==> src/rtl/twi_slave_pkg.sv <==
`timescale 1ns/1ps
package twi_slave_pkg;
    typedef enum logic [2:0] {
        ST_IDLE,
        ST_ADDR,
        ST_RX,
        ST_ACK,
        ST_TX,
        ST_TXACK,
        ST_SKIP
    } eng_st_e;
endpackage

==> src/rtl/twi_sync_edge.sv <==
`timescale 1ns/1ps
module twi_sync_edge #(
    parameter int   STAGES  = 2,
    parameter logic RST_VAL = 1'b1
) (
    input  logic clk,
    input  logic rst_n,
    input  logic d_i,
    output logic lvl_o,
    output logic rise_o,
    output logic fall_o
);
    logic [STAGES-1:0] chain_d, chain_q;
    logic              prev_d, prev_q;

    always_comb begin
        chain_d = {chain_q[STAGES-2:0], d_i};
        prev_d  = chain_q[STAGES-1];
    end

    always_ff @(posedge clk or negedge rst_n) begin
        if (!rst_n) begin
            chain_q <= {STAGES{RST_VAL}};
            prev_q  <= RST_VAL;
        end else begin
            chain_q <= chain_d;
            prev_q  <= prev_d;
        end
    end

    assign lvl_o  = chain_q[STAGES-1];
    assign rise_o = chain_q[STAGES-1] & ~prev_q;
    assign fall_o = ~chain_q[STAGES-1] & prev_q;
endmodule

==> src/rtl/twi_bus_cond.sv <==
`timescale 1ns/1ps
module twi_bus_cond (
    input  logic scl_lvl_i,
    input  logic sda_rise_i,
    input  logic sda_fall_i,
    output logic start_o,
    output logic stop_o
);
    // data edges while the clock line rests high are framing events
    assign start_o = scl_lvl_i & sda_fall_i;
    assign stop_o  = scl_lvl_i & sda_rise_i;
endmodule

==> src/rtl/twi_byte_engine.sv <==
`timescale 1ns/1ps
module twi_byte_engine
    import twi_slave_pkg::*;
#(
    parameter int BYTE_W  = 8,
    parameter int STRAP_W = 4,
    parameter int IDX_W   = 2,
    parameter logic [BYTE_W-STRAP_W-1:0] DEV_ID = 4'b0101
) (
    input  logic               clk,
    input  logic               rst_n,
    input  logic               scl_rise_i,
    input  logic               scl_fall_i,
    input  logic               sda_lvl_i,
    input  logic               start_i,
    input  logic               stop_i,
    input  logic [STRAP_W-1:0] strap_i,
    input  logic               busy_i,
    input  logic               tx_load_i,
    input  logic [BYTE_W-1:0]  tx_data_i,
    output logic               sda_pull_o,
    output logic               rx_valid_o,
    output logic [BYTE_W-1:0]  rx_data_o,
    output logic [IDX_W-1:0]   rx_idx_o,
    output logic               xfer_end_o
);
    localparam int CNT_W   = $clog2(BYTE_W + 1);
    localparam int IDX_MAX = (1 << IDX_W) - 1;

    typedef struct packed {
        eng_st_e           st;
        logic [BYTE_W-1:0] sh;
        logic [CNT_W-1:0]  cnt;
        logic              sel;
        logic [IDX_W-1:0]  nbytes;
        logic              tx_pend;
        logic [BYTE_W-1:0] tx_buf;
        logic              m_ack;
        logic              pull;
        logic              rx_valid;
        logic [BYTE_W-1:0] rx_data;
        logic [IDX_W-1:0]  rx_idx;
        logic              xend;
    } eng_t;

    eng_t              d, q;
    logic              pend_now;
    logic [BYTE_W-1:0] buf_now;
    logic              after_nine;

    always_comb begin
        d          = q;
        d.rx_valid = 1'b0;
        d.xend     = 1'b0;
        after_nine = 1'b0;
        pend_now   = q.tx_pend | (tx_load_i & q.sel);
        buf_now    = (tx_load_i & q.sel) ? tx_data_i : q.tx_buf;
        d.tx_pend  = pend_now;
        d.tx_buf   = buf_now;

        if (start_i) begin
            d.st      = ST_ADDR;
            d.cnt     = '0;
            d.pull    = 1'b0;
            d.sel     = 1'b0;
            d.nbytes  = '0;
            d.tx_pend = 1'b0;
        end else if (stop_i) begin
            d.st      = ST_IDLE;
            d.pull    = 1'b0;
            d.xend    = q.sel;
            d.sel     = 1'b0;
            d.tx_pend = 1'b0;
        end else begin
            case (q.st)
                ST_ADDR, ST_RX: begin
                    if (scl_rise_i) begin
                        d.sh  = {q.sh[BYTE_W-2:0], sda_lvl_i};
                        d.cnt = q.cnt + 1'b1;
                    end else if (scl_fall_i && q.cnt == CNT_W'(BYTE_W)) begin
                        d.cnt = '0;
                        if (q.st == ST_ADDR) begin
                            if (q.sh == {DEV_ID, strap_i} && !busy_i) begin
                                d.pull = 1'b1;
                                d.sel  = 1'b1;
                                d.st   = ST_ACK;
                            end else begin
                                d.st   = ST_SKIP;
                            end
                        end else begin
                            d.pull     = 1'b1;
                            d.st       = ST_ACK;
                            d.rx_valid = 1'b1;
                            d.rx_data  = q.sh;
                            d.rx_idx   = q.nbytes;
                            d.nbytes   = (q.nbytes == IDX_W'(IDX_MAX)) ?
                                         q.nbytes : q.nbytes + 1'b1;
                        end
                    end
                end
                ST_ACK: begin
                    if (scl_fall_i) after_nine = 1'b1;
                end
                ST_TX: begin
                    if (scl_rise_i) begin
                        d.cnt = q.cnt + 1'b1;
                    end else if (scl_fall_i) begin
                        if (q.cnt == CNT_W'(BYTE_W)) begin
                            d.pull = 1'b0;
                            d.st   = ST_TXACK;
                        end else begin
                            d.sh   = {q.sh[BYTE_W-2:0], 1'b0};
                            d.pull = ~q.sh[BYTE_W-2];
                        end
                    end
                end
                ST_TXACK: begin
                    if (scl_rise_i) begin
                        d.m_ack = ~sda_lvl_i;
                    end else if (scl_fall_i) begin
                        if (q.m_ack) after_nine = 1'b1;
                        else         d.st = ST_SKIP;
                    end
                end
                default: ;
            endcase

            if (after_nine) begin
                d.cnt = '0;
                if (pend_now) begin
                    d.st      = ST_TX;
                    d.sh      = buf_now;
                    d.tx_pend = 1'b0;
                    d.pull    = ~buf_now[BYTE_W-1];
                end else begin
                    d.st      = ST_RX;
                    d.pull    = 1'b0;
                end
            end
        end
    end

    always_ff @(posedge clk or negedge rst_n) begin
        if (!rst_n) begin
            q <= '{st: ST_IDLE, default: '0};
        end else begin
            q <= d;
        end
    end

    assign sda_pull_o = q.pull;
    assign rx_valid_o = q.rx_valid;
    assign rx_data_o  = q.rx_data;
    assign rx_idx_o   = q.rx_idx;
    assign xfer_end_o = q.xend;
endmodule

==> src/rtl/twi_slave_front.sv <==
`timescale 1ns/1ps
module twi_slave_front #(
    parameter int SYNC_STAGES = 2,
    parameter int BYTE_W      = 8,
    parameter int STRAP_W     = 4,
    parameter int IDX_W       = 2,
    parameter logic [BYTE_W-STRAP_W-1:0] DEV_ID = 4'b0101
) (
    input  logic               clk,
    input  logic               rst_n,
    input  logic               scl_i,
    input  logic               sda_i,
    input  logic [STRAP_W-1:0] strap_i,
    input  logic               busy_i,
    input  logic               tx_load_i,
    input  logic [BYTE_W-1:0]  tx_data_i,
    output logic               sda_pull_o,
    output logic               rx_valid_o,
    output logic [BYTE_W-1:0]  rx_data_o,
    output logic [IDX_W-1:0]   rx_idx_o,
    output logic               xfer_end_o
);
    localparam int N_LINES = 2;
    localparam int L_SCL   = 0;
    localparam int L_SDA   = 1;

    logic [N_LINES-1:0] raw, lvl, rise, fall;
    logic               scl_lvl;
    logic               start_p, stop_p;

    assign raw = {sda_i, scl_i};

    for (genvar g = 0; g < N_LINES; g++) begin : g_line
        twi_sync_edge #(.STAGES(SYNC_STAGES), .RST_VAL(1'b1)) u_sync (
            .clk    (clk),
            .rst_n  (rst_n),
            .d_i    (raw[g]),
            .lvl_o  (lvl[g]),
            .rise_o (rise[g]),
            .fall_o (fall[g])
        );
    end

    assign scl_lvl = lvl[L_SCL];

    twi_bus_cond u_cond (
        .scl_lvl_i  (scl_lvl),
        .sda_rise_i (rise[L_SDA]),
        .sda_fall_i (fall[L_SDA]),
        .start_o    (start_p),
        .stop_o     (stop_p)
    );

    twi_byte_engine #(
        .BYTE_W (BYTE_W),
        .STRAP_W(STRAP_W),
        .IDX_W  (IDX_W),
        .DEV_ID (DEV_ID)
    ) u_eng (
        .clk        (clk),
        .rst_n      (rst_n),
        .scl_rise_i (rise[L_SCL]),
        .scl_fall_i (fall[L_SCL]),
        .sda_lvl_i  (lvl[L_SDA]),
        .start_i    (start_p),
        .stop_i     (stop_p),
        .strap_i    (strap_i),
        .busy_i     (busy_i),
        .tx_load_i  (tx_load_i),
        .tx_data_i  (tx_data_i),
        .sda_pull_o (sda_pull_o),
        .rx_valid_o (rx_valid_o),
        .rx_data_o  (rx_data_o),
        .rx_idx_o   (rx_idx_o),
        .xfer_end_o (xfer_end_o)
    );
endmodule

==> config.mk <==
export PLATFORM = sky130hd
export DESIGN_NAME = twi_slave_front
export DESIGN_NICKNAME = d
export VERILOG_FILES = /design/src/rtl/twi_slave_pkg.sv /design/src/rtl/twi_sync_edge.sv /design/src/rtl/twi_bus_cond.sv /design/src/rtl/twi_byte_engine.sv /design/src/rtl/twi_slave_front.sv
export SDC_FILE = /design/constraint.sdc
export NUM_CORES = 1
export LEC_CHECK = 0
export CORE_UTILIZATION = 52
export DETAILED_ROUTE_END_ITERATION = 7
export PLACE_DENSITY_LB_ADDON = 0.2
export SYNTH_ARGS = -nofsm -noshare
export SYNTH_HDL_FRONTEND = slang
export SYNTH_SLANG_ARGS = --single-unit
==> constraint.sdc <==
create_clock -name clk -period 4.15 [get_ports clk]
set_clock_uncertainty 0.2 [all_clocks]
set_input_delay 1.0375 -clock clk [delete_from_list [all_inputs] [get_ports clk]]
set_output_delay 1.0375 -clock clk [all_outputs]
set_load 0.01 [all_outputs]
==> metrics.cfg <==
[place]
gp_congestion=0.840
dpl.cell_count=281
numPortBuffers=30
dp_hpwl_um=3270

[clock_tree]
cts_resized=0
cts_sinks=47
clock_path_buffers=2
clkLatencyLatePin_ns=0.30
cts_tree=built
clk_pin_slew_worst_paths_ns=0.08
post_cts_buffers=0
cts_root_buf=clkbuf_8
cts_hold_buf=0
htreeDepth=2
numCtsBuffers=5

[synth]
synth_top_family_by_area=compound AO/OA/AOI/OAI gates
synth_area_sq_um=2410
synth_mux_area_frac=0.0965
synth_cells=216
synth_area_per_cell_sq_um=11.2
synth_fa_ha_area_frac=0.0156
synth_cell_types=53
yosysSeqAreaShare=0.491
synth_seq_cells=47
synth-compound-area-share=0.173
synth_fp_nets=237
async_flop_share=1.00
synth-edff-count=0
yosys.area_share.simple=0.140
synth_warnings=0
synth_xor_area_frac=0.0218
synthFlopType=dfrtp_1

[drt]
drtIter0Drc=151
viasPerCell=5.83
drt_first_pass_iters=4
routedWlPerCell_um=16.4
drc=0
ant_nets=0
wl_um=4740
vias=1686

[finish]
stdcell_count=289
layout-drive-gt1-share=0.181
final_nets=257
fill_cells=387
area_delta_synth_final_pct=13.8
antenna_cells=0

[critical_path]
worstSetupPathType=flop to flop
max_stage_delay_ns=0.55
worstPathArrival_ns=2.91
start_kind=flop
path_cells=nor2b_1 -> and2_1 -> nand3_1 -> nor2_1 -> mux2i_1
worst_path_max_delay_cell=dfstp_2
critPathMaxFanout=13
worstPathRequired_ns=4.17
endpoint_kind=flop

[sta]
fin_tns_setup_ns=0
maxSlewHeadroom=0.318
fmax_mhz=346
fin_crit_ns=2.89
rsz0062_at_grt=no
timing.final.crit_share=0.696
worst_slew_pin_slew_ns=1.02
finalMaxSlewViolations=0
setup_viol=0
hold_viol=0

[floorplan]
dieArea_sq_um=4910
ios=31
dieWidth_um=70.1
dieHeight_um=70.1
placeableCoreArea_sq_um=4410
rows=24
initial_utilization=0.546

[global_route]
grt_pass1_wl_um=8320
grt_antenna_before_repair=0
grt_pass1_vias=1682
grt_overflow_total=0
grt_max_degree=48
grtUsageTotal=0.218

[power]
power_density_nw_per_um2=468
p_total_mw=1.28
peakVddDrop_uv=296
leakage_nw=1.27

[outcome]
status=finished clean

[hold_path]
hold_path_class=flop to flop

[job]
drv_cap=0

[registers in the layout (all words and copies together) (netlist names)]
register,flops
g_line.u_sync.chain_q,4
u_eng.sda_pull_o,1
u_eng.xfer_end_o,1
u_eng.q,28
u_eng.rx_data_o,8
u_eng.rx_idx_o,2
u_eng.rx_valid_o,1
g_line.u_sync.prev_q,2
[cell usage in the layout, fill, tap and decap left out, types with 3 or more instances in the layout]
| cell type | instances |
|---|---|
| ha_1 | 3 |
| nand4_1 | 3 |
| clkbuf_8 | 6 |
| a31oi_1 | 4 |
| and2_1 | 3 |
| a21o_1 | 3 |
| clkdlybuf4s50_1 | 29 |
| o2bb2ai_1 | 7 |
| o21ai_0 | 8 |
| mux2_2 | 18 |
| dfstp_2 | 6 |
| nand3_1 | 5 |
| nand2_1 | 10 |
| mux2i_1 | 3 |
| a21oi_1 | 7 |
| nor2_1 | 17 |
| inv_1 | 8 |
| dfrtp_1 | 41 |
| nor2b_1 | 5 |
| xnor2_1 | 5 |
| a22oi_1 | 7 |
| o211a_1 | 3 |
[through the flow]
stage           util  hold WS, ns  area, sq um  setup slack, ns
6_report       0.621        0.158         2740             1.26
5_1_grt        0.621        0.162         2740             1.01
4_1_cts        0.621        0.159         2740             1.22
3_5_place_dp   0.601        0.147         2650             1.24
3_3_place_gp   0.601        0.146         2650             1.29
2_1_floorplan      -        0.145         2410             1.92
[per-layer routing]
metal / share of wire / global-route usage
met3: 0.043 / 0.0462
met5: 0 / 0
met1: 0.50 / 0.319
met2: 0.44 / 0.317
met4: 0.019 / 0.0822
[cells in the mapped netlist (3+ instances only)]
library cell | count | area share
dfrtp_1 | 41 | 0.43
mux2_2 | 18 | 0.084
nor2_1 | 17 | 0.026
buf_4 | 10 | 0.031
nand2_1 | 10 | 0.016
inv_1 | 8 | 0.012
o21ai_0 | 8 | 0.017
a21oi_1 | 7 | 0.015
a22oi_1 | 7 | 0.022
o2bb2ai_1 | 7 | 0.025
dfstp_2 | 6 | 0.065
nand3_1 | 5 | 0.010
nor2b_1 | 5 | 0.013
xnor2_1 | 5 | 0.018
a31oi_1 | 4 | 0.010
a21o_1 | 3 | 0.0093
and2_1 | 3 | 0.0078
buf_2 | 3 | 0.0062
ha_1 | 3 | 0.016
mux2i_1 | 3 | 0.012
nand4_1 | 3 | 0.0078
o211a_1 | 3 | 0.012
[power breakdown]
group / leakage, nW / total (mW) / internal [mW] / switching [mW]
registers: 0.618 / 0.636 / 0.524 / 0.112
logic: 0.603 / 0.368 / 0.180 / 0.188
clock network: 0.0482 / 0.281 / 0.134 / 0.146
[final cells by class]
cell class,count,area (sq um),area share
timing repair buffer,30,295,0.108
sequential,47,1180,0.432
clock buffer,7,86.3,0.0315
clock inverter,1,5.00,0.00182
inverter,8,30.0,0.0109
multi-input combinational,144,1080,0.393
tap,52,65.1,0.0237
[cells by family (layout without fill, tap and decap cells)]
| kind of cell | after synthesis | in the layout |
|---|---|---|
| AO/OA/AOI/OAI | 54 | 54 |
| XOR/XNOR | 6 | 6 |
| adder cells (fa/ha/maj) | 3 | 3 |
| buffers and inverters | 25 | 46 |
| flip-flops | 47 | 47 |
| multiplexers | 21 | 21 |
| AND/OR/NAND/NOR | 60 | 60 |
[critical path, delay by kind of cell (launching register included)]
kind             cells  cell delay [ns]
DFF                  1             0.55
muxes                1             0.25
and+or+nand+nor      4             1.80
[final timing paths]
path / from / end / slack [ns] / cells past startpoint
worst min-delay path: g_line[0].u_sync.chain_q[0]$_DFF_PN1_ / g_line[0].u_sync.chain_q[1]$_DFF_PN1_ / 0.16 / 0
worst max-delay path: g_line[0].u_sync.prev_q$_DFF_PN1_ / u_eng.q[23]$_DFFE_PN0P_ / 1.26 / 5
max in group asynchronous: rst_n / u_eng.q[27]$_DFFE_PN0P_ / 2.42 / 1
worst min register to register: g_line[0].u_sync.chain_q[0]$_DFF_PN1_ / g_line[0].u_sync.chain_q[1]$_DFF_PN1_ / 0.16 / 0
worst max register to register: g_line[0].u_sync.prev_q$_DFF_PN1_ / u_eng.q[23]$_DFFE_PN0P_ / 1.26 / 5
min in group asynchronous: rst_n / u_eng.q[20]$_DFF_PN0_ / 0.71 / 1
Note: power is estimated with default switching activity, not from simulation.
